### src/rtl/wdog_pkg.sv
package wdog_pkg;

  localparam int ADDR_W   = 5;
  localparam int DATA_W   = 16;
  localparam int INIT_MIN = 4;

  localparam logic [ADDR_W-1:0] A_CNT  = 5'h00;
  localparam logic [ADDR_W-1:0] A_STS1 = 5'h04;
  localparam logic [ADDR_W-1:0] A_STS2 = 5'h06;
  localparam logic [ADDR_W-1:0] A_CTL  = 5'h08;
  localparam logic [ADDR_W-1:0] A_NRB  = 5'h0C;
  localparam logic [ADDR_W-1:0] A_INIT = 5'h12;

  localparam int HALT_BIT = 11;
  localparam int TOUT_BIT = 3;

  // Merge a write into an old word under byte enables.
  function automatic logic [DATA_W-1:0] merge_bytes(input logic [DATA_W-1:0] old_v,
                                                    input logic [DATA_W-1:0] new_v,
                                                    input logic [1:0]        be);
    merge_bytes = {be[1] ? new_v[15:8] : old_v[15:8],
                   be[0] ? new_v[7:0]  : old_v[7:0]};
  endfunction

  // Write-one-to-clear with set priority.
  function automatic logic w1c_next(input logic cur, input logic set, input logic clr);
    w1c_next = set | (cur & ~clr);
  endfunction

endpackage

### src/rtl/wdog_prescaler.sv
module wdog_prescaler #(
  parameter int DIV = 60_000_000
) (
  input  logic clk,
  input  logic rst_n,
  input  logic run,
  input  logic restart,
  output logic tick
);
  localparam int PW = (DIV > 1) ? $clog2(DIV) : 1;

  logic [PW-1:0] pre_q;

  assign tick = run && (pre_q == PW'(DIV - 1));

  always_ff @(posedge clk) begin
    if (!rst_n)                 pre_q <= '0;
    else if (!run || restart)   pre_q <= '0;
    else if (tick)              pre_q <= '0;
    else                        pre_q <= pre_q + 1'b1;
  end
endmodule

### src/rtl/wdog_countdown.sv
module wdog_countdown #(
  parameter int CNT_W   = 10,
  parameter int RST_VAL = 4
) (
  input  logic             clk,
  input  logic             rst_n,
  input  logic             tick,
  input  logic             reload,
  input  logic [CNT_W-1:0] init_val,
  output logic [CNT_W-1:0] cnt_o,
  output logic             first_uf,
  output logic             second_uf
);
  logic [CNT_W-1:0] cnt_q;
  logic             armed_q;
  logic             at_zero;

  assign at_zero   = (cnt_q == '0);
  assign first_uf  = tick && at_zero && !armed_q;
  assign second_uf = tick && at_zero && armed_q;
  assign cnt_o     = cnt_q;

  always_ff @(posedge clk) begin
    if (!rst_n) begin
      cnt_q   <= CNT_W'(RST_VAL);
      armed_q <= 1'b0;
    end else if (reload) begin
      cnt_q   <= init_val;
      armed_q <= 1'b0;
    end else if (tick) begin
      if (at_zero) begin
        cnt_q   <= init_val;
        armed_q <= !armed_q;
      end else begin
        cnt_q   <= cnt_q - 1'b1;
      end
    end
  end
endmodule

### src/rtl/wdog_regblk.sv
module wdog_regblk
  import wdog_pkg::*;
#(
  parameter int TICK_DIV = 60_000_000,
  parameter int CNT_W    = 10
) (
  input  logic              clk,
  input  logic              rst_n,
  input  logic              noreboot_strap_i,
  input  logic [ADDR_W-1:0] addr_i,
  input  logic [DATA_W-1:0] wdata_i,
  input  logic [1:0]        be_i,
  input  logic              wr_en_i,
  input  logic              rd_en_i,
  output logic [DATA_W-1:0] rdata_o,
  output logic              rst_req_o
);
  localparam logic [CNT_W-1:0] INIT_RST = CNT_W'(INIT_MIN);

  logic              wr_any;
  logic              reload_wr, sts1_wr, sts2_wr, ctl_wr, nrb_wr, init_wr;
  logic              tick, first_uf, second_uf;
  logic [CNT_W-1:0]  cnt, init_q, init_cand;
  logic              init_accept;
  logic              halt_q, nrb_q, nr_eff;
  logic              sts1_tout_q;
  logic [1:0]        sts2_q;
  logic              rst_req_q;
  logic [DATA_W-1:0] rd_mux, rdata_q;

  // Decoded write events
  assign wr_any    = wr_en_i && (be_i != 2'b00);
  assign reload_wr = wr_any && (addr_i == A_CNT);
  assign sts1_wr   = wr_any && (addr_i == A_STS1);
  assign sts2_wr   = wr_any && (addr_i == A_STS2);
  assign ctl_wr    = wr_any && (addr_i == A_CTL);
  assign nrb_wr    = wr_any && (addr_i == A_NRB);
  assign init_wr   = wr_any && (addr_i == A_INIT);

  assign nr_eff    = nrb_q | noreboot_strap_i;

  always_comb begin
    init_cand   = CNT_W'(merge_bytes(DATA_W'(init_q), wdata_i, be_i));
    init_accept = init_wr && (init_cand >= INIT_RST);
  end

  wdog_prescaler #(.DIV(TICK_DIV)) u_pre (
    .clk     (clk),
    .rst_n   (rst_n),
    .run     (!halt_q),
    .restart (reload_wr),
    .tick    (tick)
  );

  wdog_countdown #(.CNT_W(CNT_W), .RST_VAL(INIT_MIN)) u_cnt (
    .clk       (clk),
    .rst_n     (rst_n),
    .tick      (tick),
    .reload    (reload_wr),
    .init_val  (init_q),
    .cnt_o     (cnt),
    .first_uf  (first_uf),
    .second_uf (second_uf)
  );

  always_ff @(posedge clk) begin
    if (!rst_n) begin
      halt_q      <= 1'b1;
      nrb_q       <= 1'b1;
      init_q      <= INIT_RST;
      sts1_tout_q <= 1'b0;
      sts2_q      <= 2'b00;
      rst_req_q   <= 1'b0;
    end else begin
      if (ctl_wr && be_i[1]) halt_q <= wdata_i[HALT_BIT];
      if (nrb_wr && be_i[0]) nrb_q  <= wdata_i[0];
      if (init_accept)       init_q <= init_cand;
      sts1_tout_q <= w1c_next(sts1_tout_q, first_uf,
                              sts1_wr && be_i[0] && wdata_i[TOUT_BIT]);
      sts2_q[1]   <= w1c_next(sts2_q[1], second_uf,
                              sts2_wr && be_i[0] && wdata_i[1]);
      sts2_q[0]   <= w1c_next(sts2_q[0], second_uf && nr_eff,
                              sts2_wr && be_i[0] && wdata_i[0]);
      rst_req_q   <= second_uf && !nr_eff;
    end
  end

  always_comb begin
    rd_mux = '0;
    case (addr_i)
      A_CNT:   rd_mux = DATA_W'(cnt);
      A_STS1:  rd_mux[TOUT_BIT] = sts1_tout_q;
      A_STS2:  rd_mux[1:0] = sts2_q;
      A_CTL:   rd_mux[HALT_BIT] = halt_q;
      A_NRB:   rd_mux[0] = nr_eff;
      A_INIT:  rd_mux = DATA_W'(init_q);
      default: rd_mux = '0;
    endcase
  end

  always_ff @(posedge clk) begin
    if (!rst_n)       rdata_q <= '0;
    else if (rd_en_i) rdata_q <= rd_mux;
  end

  assign rdata_o   = rdata_q;
  assign rst_req_o = rst_req_q;
endmodule

### config.mk
export PLATFORM = sky130hd
export DESIGN_NAME = wdog_regblk
export DESIGN_NICKNAME = d
export VERILOG_FILES = /design/src/rtl/wdog_pkg.sv /design/src/rtl/wdog_prescaler.sv /design/src/rtl/wdog_countdown.sv /design/src/rtl/wdog_regblk.sv
export SDC_FILE = /design/constraint.sdc
export NUM_CORES = 1
export LEC_CHECK = 0
export ABC_AREA = 0
export BUFFER_PORTS_ARGS = -buffer_cell sky130_fd_sc_hd__buf_2
export CAP_MARGIN = 5
export CORE_MARGIN = 2
export CORE_UTILIZATION = 42
export CTS_CLUSTER_SIZE = 40
export DETAILED_ROUTE_END_ITERATION = 6
export PLACE_DENSITY_LB_ADDON = 0.3
export SETUP_SLACK_MARGIN = 0.05
export SYNTH_ARGS = -nofsm -noshare
export SYNTH_HDL_FRONTEND = slang
export SYNTH_HIERARCHICAL = 1
export SYNTH_SLANG_ARGS = --single-unit
### constraint.sdc
create_clock -name clk -period 3.2 [get_ports clk]
set_clock_uncertainty 0.1 [all_clocks]
set_input_delay 0.32 -clock clk [delete_from_list [all_inputs] [get_ports clk]]
set_output_delay 0.32 -clock clk [all_outputs]
set_load 0.02 [all_outputs]
==> load_flow_metrics.sql, run 1 <==
INSERT INTO impl_metrics (metric_group, metric, value, unit) VALUES
('outcome', 'run_status', 'finished clean', ''),
('timing', 'worst_slew_pin_slew', '732.4', 'ps'),
('floorplan', 'io-pin-count', '45', ''),
('setup_path', 'crit_required', '3370', 'ps'),
('cts', 'hold_buffers', '0', ''),
('setup_path', 'crit_type', 'reg2reg', ''),
('floorplan', 'die_width', '93.49', 'um'),
('logic_synthesis', 'synthesis.area', '3363', 'um^2'),
('timing', 'report.final.hold_viol_count', '0', ''),
('pwr', 'power_per_cell_area', '449.3', 'nW/um^2'),
('logic_synthesis', 'synth-edff-count', '0', ''),
('timing', 'rsz0062_at_grt', 'no', ''),
('setup_path', 'worstPathArrival', '2730', 'ps'),
('setup_path', 'critical_path_s_slowest_cell', 'sky130_fd_sc_hd__dfxtp_1', ''),
('floorplan', 'die_outline_height', '93.49', 'um'),
('cts', 'post_cts_resize_count', '0', ''),
('cells_and_area', 'final_common_cell', 'sky130_fd_sc_hd__dfxtp_1', ''),
('global_route', 'grt_busiest_layer', 'met2', ''),
('setup_path', 'max_stage_delay', '360', 'ps'),
('global_route', 'global_route_usage_over_all_layers', '19.62', '%'),
('routing', 'drt-wirelength-per-cell', '15.16', 'um'),
('logic_synthesis', 'synthDominantAreaCellType', 'sky130_fd_sc_hd__dfxtp_1', ''),
('cts', 'clk_pin_slew_worst_paths', '80', 'ps'),
('placement', 'pre_cts_slack', '653.9', 'ps'),
('global_route', 'grt_max_degree', '23', ''),
('logic_synthesis', 'synth.top_cells.by_area', 'sky130_fd_sc_hd__dfxtp_1, sky130_fd_sc_hd__nand2_1, sky130_fd_sc_hd__nor2_1', ''),
('worst_hold_path', 'min_from', 'noreboot_strap_i', ''),
('cts', 'cts_inserted_buffers', '9', ''),
('setup_path', 'crit_path_cell_trace', 'ha_1, and2_0, nand4_2, nor2_1, nand2_1, nor4_4, and2_1, o21ai_0, a21oi_1', ''),
('cells_and_area', 'final_area', '3855', 'um^2'),
('global_route', 'grt_first_pass_wirelength', '13480', 'um'),
('logic_synthesis', 'postSynthAreaPerCell', '8.602', 'um^2'),
('cells_and_area', 'layoutNonFillerInstCount', '534', ''),
('timing', 'setup_total_negative_slack', '0', 'ps'),
('cells_and_area', 'nNetsFinal', '457', ''),
('cells_and_area', 'final_cell_mix', 'sky130_fd_sc_hd__dfxtp_1, sky130_fd_sc_hd__nor2_1, sky130_fd_sc_hd__nand2_1, sky130_fd_sc_hd__buf_2', ''),
('cells_and_area', 'synthToLayoutAreaGrowth', '14.62', '%'),
('job', 'cap_viol_max_count', '0', ''),
('logic_synthesis', 'synth.yosys.seq_area_share', '38.10', '%'),
('routing', 'ant_nets', '0', ''),
('pwr', 'vdd.ir_drop.worst', '0.0002747', 'V'),
('logic_synthesis', 'synthFlopType', 'sky130_fd_sc_hd__dfxtp_1', ''),
('routing', 'drt_iter0_markers', '261', ''),
('logic_synthesis', 'synthArstFlopShare', '0', '%'),
('global_route', 'gr-usage-met2', '29.26', '%'),
('floorplan', 'site_row_count', '32', ''),
('worst_hold_path', 'min-delay-path-class', 'in2reg', ''),
('routing', 'route.detailed.vias_per_inst', '5.702', ''),
('cells_and_area', 'finish.utilization', '49.89', '%'),
('global_route', 'gr-total-overflow', '0', ''),
('logic_synthesis', 'yosysWarningCount', '6', ''),
('routing', 'postRouteWirelength', '8094', 'um'),
('timing', 'number_of_pins_exceeding_their_max_slew_limit_in_the_final_report', '0', ''),
('cts', 'clkSinkCount', '64', ''),
('global_route', 'antenna_violations_before_repair', '0', ''),
('cells_and_area', 'multi_input_area', '1963', 'um^2'),
('global_route', 'vias_in_the_first_global_route', '2789', ''),
('cts', 'cts-htree-levels', '3', ''),
('cells_and_area', 'drive_above_1_share', '17.59', '%'),
('pwr', 'leakagePower', '1.330', 'nW'),
('timing', 'max_clock_freq', '391.5', 'MHz'),
('floorplan', 'initial_utilization', '43.52', '%'),
('setup_path', 'startpoint_kind_of_the_worst_setup_timing_path', 'flip-flop', ''),
('logic_synthesis', 'ys_ff_latch', '64', ''),
('routing', 'drt_first_pass_iters', '5', ''),
('timing', 'period_minus_slack', '2554', 'ps'),
('timing', 'finalSetupViolations', '0', ''),
('timing', 'min_period_over_period', '79.82', '%'),
('cts', 'post_cts_buffers', '0', ''),
('placement', 'place_inst', '518', ''),
('setup_path', 'critical_path_peak_fanout', '7', '');
cells in the mapped netlist (3+ instances only):
master	n
sky130_fd_sc_hd__dfxtp_1	64
sky130_fd_sc_hd__nand2_1	47
sky130_fd_sc_hd__nor2_1	47
sky130_fd_sc_hd__nor3_1	15
sky130_fd_sc_hd__xor2_1	15
sky130_fd_sc_hd__inv_1	14
sky130_fd_sc_hd__a21oi_1	12
sky130_fd_sc_hd__mux2i_1	12
sky130_fd_sc_hd__nand3_1	11
sky130_fd_sc_hd__o21ai_0	11
sky130_fd_sc_hd__a211oi_1	10
sky130_fd_sc_hd__a22oi_1	9
sky130_fd_sc_hd__clkbuf_1	9
sky130_fd_sc_hd__nand4_1	8
sky130_fd_sc_hd__xnor2_1	8
sky130_fd_sc_hd__a31oi_1	6
sky130_fd_sc_hd__nor3b_1	6
sky130_fd_sc_hd__buf_4	5
sky130_fd_sc_hd__nor4_1	5
sky130_fd_sc_hd__nand3b_1	4
sky130_fd_sc_hd__a41oi_1	3
sky130_fd_sc_hd__nand2b_1	3
sky130_fd_sc_hd__o21a_1	3
state kept, by name (all words and copies together) (netlist names):
signal,cells
sts1_tout_q,1
init_q,10
rdata_o,11
u_cnt/cnt_o,10
nrb_q,1
rst_req_o,1
u_pre/pre_q,26
u_cnt/armed_q,1
halt_q,1
sts2_q,2
area by class of cell:
class | instances | share of cell area, %
Sequential cell | 64 | 33.24
Tap cell | 102 | 3.311
Clock buffer | 11 | 3.927
Clock inverter | 5 | 2.240
Timing Repair Buffer | 37 | 4.998
Multi-Input combinational cell | 301 | 50.92
Inverter | 14 | 1.363
worst paths after layout:
kind / end / cells past startpoint / slack, ps
worst max-delay path: sts2_q[0] / 9 / 650
worst min-delay path: rst_req_o / 2 / 60
worst max register to register: sts2_q[0] / 9 / 650
worst min register to register: rst_req_o / 1 / 360
where the power goes:
part | total (mW) | internal (mW) | switching [mW]
registers | 0.808 | 0.803 | 0.00538
logic | 0.100 | 0.0347 | 0.0656
clock network | 0.824 | 0.488 | 0.336
critical path, delay by kind of cell (launching register included):
family	cells	cell delay (ps)
AOI/OAI and AO/OA	2	220
adders and majority gates	1	210
and+or+nand+nor	6	1590
DFF	1	360
logic make-up after synthesis:
| logic type | share of synthesized area, % |
|---|---|
| AOI/OAI and AO/OA | 16.85 |
| xor gates and xnor gates | 5.990 |
| adders and majority gates | 0.7439 |
| buffers and inverters | 3.981 |
| DFF | 38.10 |
| muxes | 3.572 |
| other | 0.1115 |
| and+or+nand+nor | 30.66 |
metal layers:
metal | wire, um | part of all wire (%)
met5 | 0 | 0
met1 | 3907 | 48
met4 | 309 | 3.8
met2 | 3420 | 42
met3 | 456 | 5.6
through the flow:
step | total power [mW] | hold slack (ps)
3_5_place_dp | 0.9264 | 345.1
4_1_cts | 1.748 | 49.68
2_1_floorplan | 0.8895 | 295.9
5_1_grt | 1.795 | 56.16
6_report | 1.732 | 60.90
3_3_place_gp | 0.9250 | 327.2
Note: power is estimated with default switching activity, not from simulation.
==> run 2, diff against run 1 <==
--- a/config.mk
+++ b/config.mk
@@ -5,7 +5,7 @@
 export SDC_FILE = /design/constraint.sdc
 export NUM_CORES = 1
 export LEC_CHECK = 0
-export ABC_AREA = 0
+export ABC_AREA = 1
 export BUFFER_PORTS_ARGS = -buffer_cell sky130_fd_sc_hd__buf_2
 export CAP_MARGIN = 5
 export CORE_MARGIN = 2
==> constraint.sdc (replaced) <==
create_clock -name clk -period 2.25 [get_ports clk]
set_clock_uncertainty 0.1 [all_clocks]
set_input_delay 0.225 -clock clk [delete_from_list [all_inputs] [get_ports clk]]
set_output_delay 0.225 -clock clk [all_outputs]
set_load 0.02 [all_outputs]
==> load_flow_metrics.sql, run 2 <==
INSERT INTO impl_metrics (metric_group, metric, value, unit) VALUES
('outcome', 'run_status', 'finished clean', ''),
('pwr', 'p_clk_share', '43.8', '%'),
('routing', 'met3RoutedLength', '382', 'um'),
('cts', 'post_cts_resize_count', '0', ''),
('cts', 'clock_insertion_delay_worst_skew', '350', 'ps'),
('setup_path', 'crit_path_capture_type', 'flip-flop', ''),
('pwr', 'post-layout-total-power', '2.347', 'mW'),
('setup_path', 'critical_path_peak_fanout', '13', ''),
('pwr', 'power.share.combinational', '7.0', '%'),
('timing', 'report.final.hold_viol_count', '0', ''),
('global_route', 'global_route_usage_over_all_layers', '18.99', '%'),
('global_route', 'grt_first_pass_wirelength', '15060', 'um'),
('worst_hold_path', 'min_path_cells', '3', ''),
('setup_path', 'crit_path_cell_trace', 'ha_1, nand3_2, inv_2, nand2_4, nor2_4, nand2_2, inv_1, nor2_1, inv_1, nand3_1, nand2_1, inv_1', ''),
('placement', 'pre_cts_slack', '261.7', 'ps'),
('setup_path', 'crit_cells', '12', ''),
('logic_synthesis', 'postSynthAreaPerCell', '6.323', 'um^2'),
('global_route', 'grt_max_degree', '27', ''),
('logic_synthesis', 'synthArstFlopShare', '0', '%'),
('pwr', 'power_per_cell_area', '561.1', 'nW/um^2'),
('pwr', 'cellInternalPower', '1.791', 'mW'),
('setup_path', 'crit_path_frequent_cell', 'sky130_fd_sc_hd__inv_1', ''),
('floorplan', 'floorplan.die_area', '9715', 'um^2'),
('pwr', 'power.net_switching', '0.5556', 'mW'),
('timing', 'min_period_over_period', '89.55', '%'),
('global_route', 'gr-total-overflow', '0', ''),
('logic_synthesis', 'synthFlopType', 'sky130_fd_sc_hd__dfxtp_1', ''),
('routing', 'route.detailed.vias_per_inst', '4.896', ''),
('logic_synthesis', 'post_synth_most_frequent_cells', 'sky130_fd_sc_hd__nand2_1, sky130_fd_sc_hd__nor2_1, sky130_fd_sc_hd__inv_1', ''),
('cells_and_area', 'final_common_cell', 'sky130_fd_sc_hd__nand2_1', ''),
('cells_and_area', 'nNetsFinal', '661', ''),
('timing', 'max_clock_freq', '496.3', 'MHz'),
('cells_and_area', 'layoutNonFillerInstCount', '743', ''),
('cts', 'clk_pin_slew_worst_paths', '70', 'ps'),
('cells_and_area', 'final_cell_mix', 'sky130_fd_sc_hd__nand2_1, sky130_fd_sc_hd__nor2_1, sky130_fd_sc_hd__inv_1, sky130_fd_sc_hd__dfxtp_1, sky130_fd_sc_hd__nand3_1', ''),
('routing', 'met1_wire_length', '4252', 'um'),
('routing', 'top_layer_used', 'met4', ''),
('timing', 'finalSetupViolations', '0', ''),
('global_route', 'antenna_violations_before_repair', '0', ''),
('cells_and_area', 'largest_reg_flops', '26', ''),
('routing', 'postRouteWirelength', '8975', 'um'),
('logic_synthesis', 'synth.yosys.seq_area_share', '34.11', '%'),
('cts', 'post_cts_buffers', '0', ''),
('logic_synthesis', 'yosysWarningCount', '6', ''),
('cts', 'tritoncts', 'done', ''),
('cts', 'cts_inserted_buffers', '9', ''),
('floorplan', 'die_outline_height', '98.57', 'um'),
('placement', 'dp.final_hpwl', '6840', 'um'),
('pwr', 'sw_frac_of_total', '23.67', '%'),
('cts', 'clk_path_buf_depth', '2', ''),
('routing', 'ant_nets', '0', ''),
('routing', 'met2_wirelength', '4156', 'um'),
('placement', 'placement.io_buffers', '34', ''),
('setup_path', 'critical_path_s_slowest_cell', 'sky130_fd_sc_hd__dfxtp_1', ''),
('cells_and_area', 'synthToLayoutAreaGrowth', '11.36', '%'),
('logic_synthesis', 'synth_top_area_share', '34.11', '%'),
('cells_and_area', 'drive_above_1_share', '12.76', '%'),
('floorplan', 'io-pin-count', '45', ''),
('setup_path', 'max_stage_delay', '370', 'ps'),
('job', 'cap_viol_max_count', '0', ''),
('setup_path', 'startpoint_kind_of_the_worst_setup_timing_path', 'flip-flop', ''),
('logic_synthesis', 'post_synth_inst_count', '594', ''),
('placement', 'finalWeightedCongestion', '0.9257', ''),
('worst_hold_path', 'min-delay-path-class', 'in2reg', ''),
('logic_synthesis', 'number_of_different_library_cells_in_the_post_synthesis_netlist', '38', ''),
('timing', 'rsz0062_at_grt', 'no', ''),
('floorplan', 'site_row_count', '34', ''),
('logic_synthesis', 'synthesis.area', '3756', 'um^2'),
('floorplan', 'initial_utilization', '43.28', '%'),
('cts', 'clkSinkCount', '64', ''),
('pwr', 'leakagePower', '1.770', 'nW'),
('logic_synthesis', 'ys_ff_latch', '64', ''),
('cts', 'cts-htree-levels', '3', ''),
('setup_path', 'crit_required', '2390', 'ps'),
('pwr', 'power.sequential.fraction', '49.2', '%'),
('pwr', 'vdd.ir_drop.worst', '0.0003054', 'V'),
('logic_synthesis', 'yosys.cell_count.top_type', 'sky130_fd_sc_hd__nand2_1', ''),
('setup_path', 'worstPathArrival', '2160', 'ps'),
('cells_and_area', 'max_flop_register', 'u_pre/pre_q', ''),
('logic_synthesis', 'synthDominantAreaCellType', 'sky130_fd_sc_hd__dfxtp_1', ''),
('timing', 'setup_total_negative_slack', '0', 'ps'),
('floorplan', 'die_width', '98.57', 'um'),
('routing', 'routed-via-count', '3638', ''),
('setup_path', 'reg2reg_depth', '12', ''),
('floorplan', 'floorplan.core_area', '8678', 'um^2'),
('setup_path', 'critical_path_buf_inv_count', '4', ''),
('routing', 'drt_iter0_markers', '171', ''),
('timing', 'period_minus_slack', '2015', 'ps'),
('routing', 'drt_first_pass_iters', '5', ''),
('routing', 'post-route-drc-count', '0', ''),
('cts', 'hold_buffers', '0', ''),
('setup_path', 'crit_family', 'simple AND/OR/NAND/NOR gates', ''),
('timing', 'number_of_pins_exceeding_their_max_slew_limit_in_the_final_report', '0', ''),
('logic_synthesis', 'synth.top_cells.by_area', 'sky130_fd_sc_hd__dfxtp_1, sky130_fd_sc_hd__nand2_1, sky130_fd_sc_hd__nor2_1', ''),
('logic_synthesis', 'synth-edff-count', '0', ''),
('cts', 'cell_at_the_root_of_the_clock_tree', 'sky130_fd_sc_hd__clkbuf_8', ''),
('routing', 'drt-wirelength-per-cell', '12.08', 'um'),
('setup_path', 'crit_type', 'reg2reg', ''),
('cells_and_area', 'antenna-diode-count', '0', ''),
('global_route', 'vias_in_the_first_global_route', '3313', ''),
('placement', 'place_inst', '728', ''),
('timing', 'post-route-worst-setup-slack', '235.2', 'ps');
==> run 2: changes by cell type after synthesis, sizes merged, moves of 14 or more <==
cell	change
nand2	+134
nor2	+62
a21oi	+21
nor3	-14
inv	+59
nand3	+38
==> run 2: area by class of cell <==
class	instances	area [um^2]
fillers	948	4496
well taps	108	135.1
flip-flops and latches	64	1281
inverters	75	281.5
clock buffers	12	165.2
multi-input cells	444	2087
repair buffers	37	192.7
clock inverters	3	40.04
==> run 2: worst min-delay path, stage by stage <==
cell and delay (ps):
sky130_fd_sc_hd__buf_2 100, sky130_fd_sc_hd__inv_1 40, sky130_fd_sc_hd__o21ai_0 70
==> run 2: final timing paths <==
check	startpoint	endpoint	slack [ps]
max	u_pre/pre_q[0]	u_cnt/cnt_o[0]	240
min	wdata_i[11]	halt_q	40
max reg2reg	u_pre/pre_q[0]	u_cnt/cnt_o[0]	240
min reg2reg	u_pre/pre_q[0]	u_pre/pre_q[0]	360
==> run 2: logic make-up after synthesis <==
logic type / Yosys count / share of synthesized area (%)
fa+ha+maj: 2 / 0.6661
other cells: 1 / 0.09984
simple gates: 361 / 42.34
xor+xnor: 12 / 2.798
flops: 64 / 34.11
buf+inv: 90 / 10.73
compound gates: 64 / 9.261
==> run 2: power groups by stage <==
stage / clock, mW / sequential [mW] / combinational [mW]
floorplan: 0 / 1.19 / 0.104
global placement: 0 / 1.18 / 0.163
detailed placement: 0 / 1.18 / 0.165
CTS: 1.05 / 1.15 / 0.166
global route: 1.11 / 1.15 / 0.187
finish: 1.03 / 1.15 / 0.165
==> run 2: metal layers <==
| layer | vias up | GRT usage [%] |
|---|---|---|
| met1 | 1628 | 25.09 |
| met2 | 75 | 30.51 |
| met3 | 15 | 4.752 |
| li1 | 1920 | - |
| met4 | 0 | 6.217 |
| met5 | - | 0 |
==> run 2: through the flow <==
step | cell area (um^2) | utilization, % | hold WS [ps]
2_1_floorplan | 3771 | - | 258.1
3_3_place_gp | 3978 | 45.83 | 339.4
3_5_place_dp | 3978 | 45.83 | 351.9
4_1_cts | 4183 | 48.20 | 33.06
5_1_grt | 4183 | 48.20 | 40.27
6_report | 4183 | 48.20 | 38.43
==> run 3, diff against run 2 <==
--- a/config.mk
+++ b/config.mk
@@ -5,7 +5,6 @@
 export SDC_FILE = /design/constraint.sdc
 export NUM_CORES = 1
 export LEC_CHECK = 0
-export ABC_AREA = 1
 export BUFFER_PORTS_ARGS = -buffer_cell sky130_fd_sc_hd__buf_2
 export CAP_MARGIN = 5
 export CORE_MARGIN = 2
@@ -14,6 +13,7 @@
 export DETAILED_ROUTE_END_ITERATION = 6
 export PLACE_DENSITY_LB_ADDON = 0.3
 export SETUP_SLACK_MARGIN = 0.05
+export SLEW_MARGIN = 15
 export SYNTH_ARGS = -nofsm -noshare
 export SYNTH_HDL_FRONTEND = slang
 export SYNTH_HIERARCHICAL = 1
==> load_flow_metrics.sql, run 3 (same netlist as run 1, synthesis figures left out) <==
INSERT INTO impl_metrics (metric_group, metric, value, unit) VALUES
('setup_path', 'max_stage_delay', '340', 'ps'),
('placement', 'finalWeightedCongestion', '0.9369', ''),
('setup_path', 'startpoint_kind_of_the_worst_setup_timing_path', 'flip-flop', ''),
('cts', 'tritoncts', 'done', ''),
('job', 'cap_viol_max_count', '0', ''),
('timing', 'setup_total_negative_slack', '0', 'ps'),
('global_route', 'grt_max_degree', '23', ''),
('cts', 'cts-htree-levels', '3', ''),
('timing', 'max_clock_freq', '473.2', 'MHz'),
('pwr', 'power_per_cell_area', '587.9', 'nW/um^2'),
('cells_and_area', 'final-seq-area', '1281', 'um^2'),
('cts', 'clk_path_buf_depth', '2', ''),
('pwr', 'vdd.ir_drop.worst', '0.0003382', 'V'),
('routing', 'ant_nets', '0', ''),
('cts', 'post_cts_buffers', '0', ''),
('global_route', 'grt_first_pass_wirelength', '14190', 'um'),
('placement', 'dp.final_hpwl', '6236', 'um'),
('floorplan', 'site_row_count', '32', ''),
('floorplan', 'io-pin-count', '45', ''),
('floorplan', 'floorplan.core_area', '7727', 'um^2'),
('setup_path', 'critical_path_peak_fanout', '7', ''),
('cells_and_area', 'final_cell_mix', 'sky130_fd_sc_hd__dfxtp_1, sky130_fd_sc_hd__nand2_1, sky130_fd_sc_hd__nor2_1, sky130_fd_sc_hd__buf_2, sky130_fd_sc_hd__buf_4', ''),
('cells_and_area', 'nNetsFinal', '477', ''),
('global_route', 'global_route_usage_over_all_layers', '20.56', '%'),
('cells_and_area', 'max_flop_register', 'u_pre/pre_q', ''),
('global_route', 'vias_in_the_first_global_route', '2976', ''),
('global_route', 'antenna_violations_before_repair', '0', ''),
('routing', 'drt_iter0_markers', '177', ''),
('setup_path', 'crit_required', '2350', 'ps'),
('routing', 'post-route-drc-count', '0', ''),
('timing', 'finalSetupViolations', '0', ''),
('setup_path', 'crit_path_capture_type', 'flip-flop', ''),
('cts', 'clk_pin_slew_worst_paths', '70', 'ps'),
('setup_path', 'critical_path_s_slowest_cell', 'sky130_fd_sc_hd__dfxtp_1', ''),
('cells_and_area', 'synthToLayoutAreaGrowth', '19.64', '%'),
('routing', 'route.detailed.vias_per_inst', '5.614', ''),
('floorplan', 'floorplan.die_area', '8739', 'um^2'),
('cells_and_area', 'drive_above_1_share', '22.00', '%'),
('worst_hold_path', 'min-delay-path-class', 'in2reg', ''),
('cells_and_area', 'antenna-diode-count', '0', ''),
('timing', 'period_minus_slack', '2113', 'ps'),
('floorplan', 'initial_utilization', '43.52', '%'),
('outcome', 'run_status', 'finished clean', ''),
('timing', 'min_period_over_period', '93.93', '%'),
('cells_and_area', 'largest_reg_flops', '26', ''),
('setup_path', 'crit_type', 'reg2reg', ''),
('global_route', 'gr-total-overflow', '0', ''),
('timing', 'rsz0062_at_grt', 'no', ''),
('cells_and_area', 'final_common_cell', 'sky130_fd_sc_hd__dfxtp_1', ''),
('timing', 'report.final.hold_viol_count', '0', ''),
('worst_hold_path', 'min_path_cells', '3', ''),
('routing', 'drt_first_pass_iters', '4', ''),
('cts', 'clock_insertion_delay_worst_skew', '330', 'ps'),
('floorplan', 'die_width', '93.49', 'um'),
('routing', 'routed-via-count', '3099', ''),
('cts', 'clkSinkCount', '64', ''),
('cts', 'cts_inserted_buffers', '9', ''),
('cells_and_area', 'finish.utilization', '52.07', '%'),
('cells_and_area', 'fillers', '736', ''),
('timing', 'number_of_pins_exceeding_their_max_slew_limit_in_the_final_report', '0', ''),
('timing', 'worst_slew_pin_slew', '690.1', 'ps'),
('pwr', 'leakagePower', '1.424', 'nW'),
('setup_path', 'reg2reg_depth', '9', ''),
('timing', 'timing.slew.headroom', '53.64', '%'),
('cells_and_area', 'multi_input_area', '2008', 'um^2'),
('cts', 'cell_at_the_root_of_the_clock_tree', 'sky130_fd_sc_hd__clkbuf_8', ''),
('setup_path', 'crit_path_cell_trace', 'nor4b_2, and4b_1, nand3_2, nor2_4, buf_4, nand2b_1, o31a_1, a21oi_1, o22ai_1', ''),
('routing', 'drt-wirelength-per-cell', '15.22', 'um'),
('floorplan', 'die_outline_height', '93.49', 'um'),
('placement', 'placement.io_buffers', '34', ''),
('routing', 'postRouteWirelength', '8400', 'um'),
('setup_path', 'worstPathArrival', '2210', 'ps');
## run 3: metrics by stage
stage / hold WS (ps) / total power [mW] / instance area, um^2 / worst slack (ps) / instances
finish: 12.35 / 2.366 / 4024 / 136.7 / 552
floorplan: 200.9 / 1.265 / 3395 / 58.28 / 395
CTS: 0.8311 / 2.390 / 3998 / 64.46 / 552
global route: 9.200 / 2.460 / 4024 / 2.680 / 552
detailed placement: 321.1 / 1.321 / 3776 / 65.06 / 537
global placement: 320.3 / 1.320 / 3776 / 91.26 / 537
## run 3: layout make-up
class                   instances  area share [%]
repair buffers                 57           8.582
clock inverters                 3           1.679
well taps                     102           3.172
clock buffers                  11           3.514
flip-flops and latches         64           31.84
inverters                      14           1.306
multi-input cells             301           49.91
## run 3: worst paths after layout
| check | slack, ps | to | start |
|---|---|---|---|
| min reg2reg | 350 | u_pre/pre_q[0] | u_pre/pre_q[0] |
| max | 140 | u_cnt/cnt_o[3] | u_pre/pre_q[19] |
| max reg2reg | 140 | u_cnt/cnt_o[3] | u_pre/pre_q[19] |
| min | 10 | halt_q | wdata_i[11] |
## run 3: repair_timing
action	4_1_cts	5_1_grt
resized for setup	1	6
pin swaps	0	2
hold endpoints to repair	1	0
setup endpoints to repair	2	7
hold buffers	1	0
## run 3: worst max-delay path: cells and delay by family (launching register included)
kind                   cells  cell delay [ps]
AND/OR/NAND/NOR            5              900
AO/OA/AOI/OAI              3              480
flip-flops                 1              340
buffers and inverters      1              160
## run 3: where the power goes
part           internal (mW)  switching [mW]  leakage [nW]
Sequential              1.14         0.00712         0.517
Combinational         0.0530          0.0956         0.805
Clock                  0.643           0.425         0.101
## run 3: routing by layer
layer  wire, um  vias up  GRT usage [%]
met3        451       14          5.641
met2       3863       93          32.79
li1           -     1518              -
met4        176        0          8.946
met5          0        -              0
met1       3909     1474          25.95
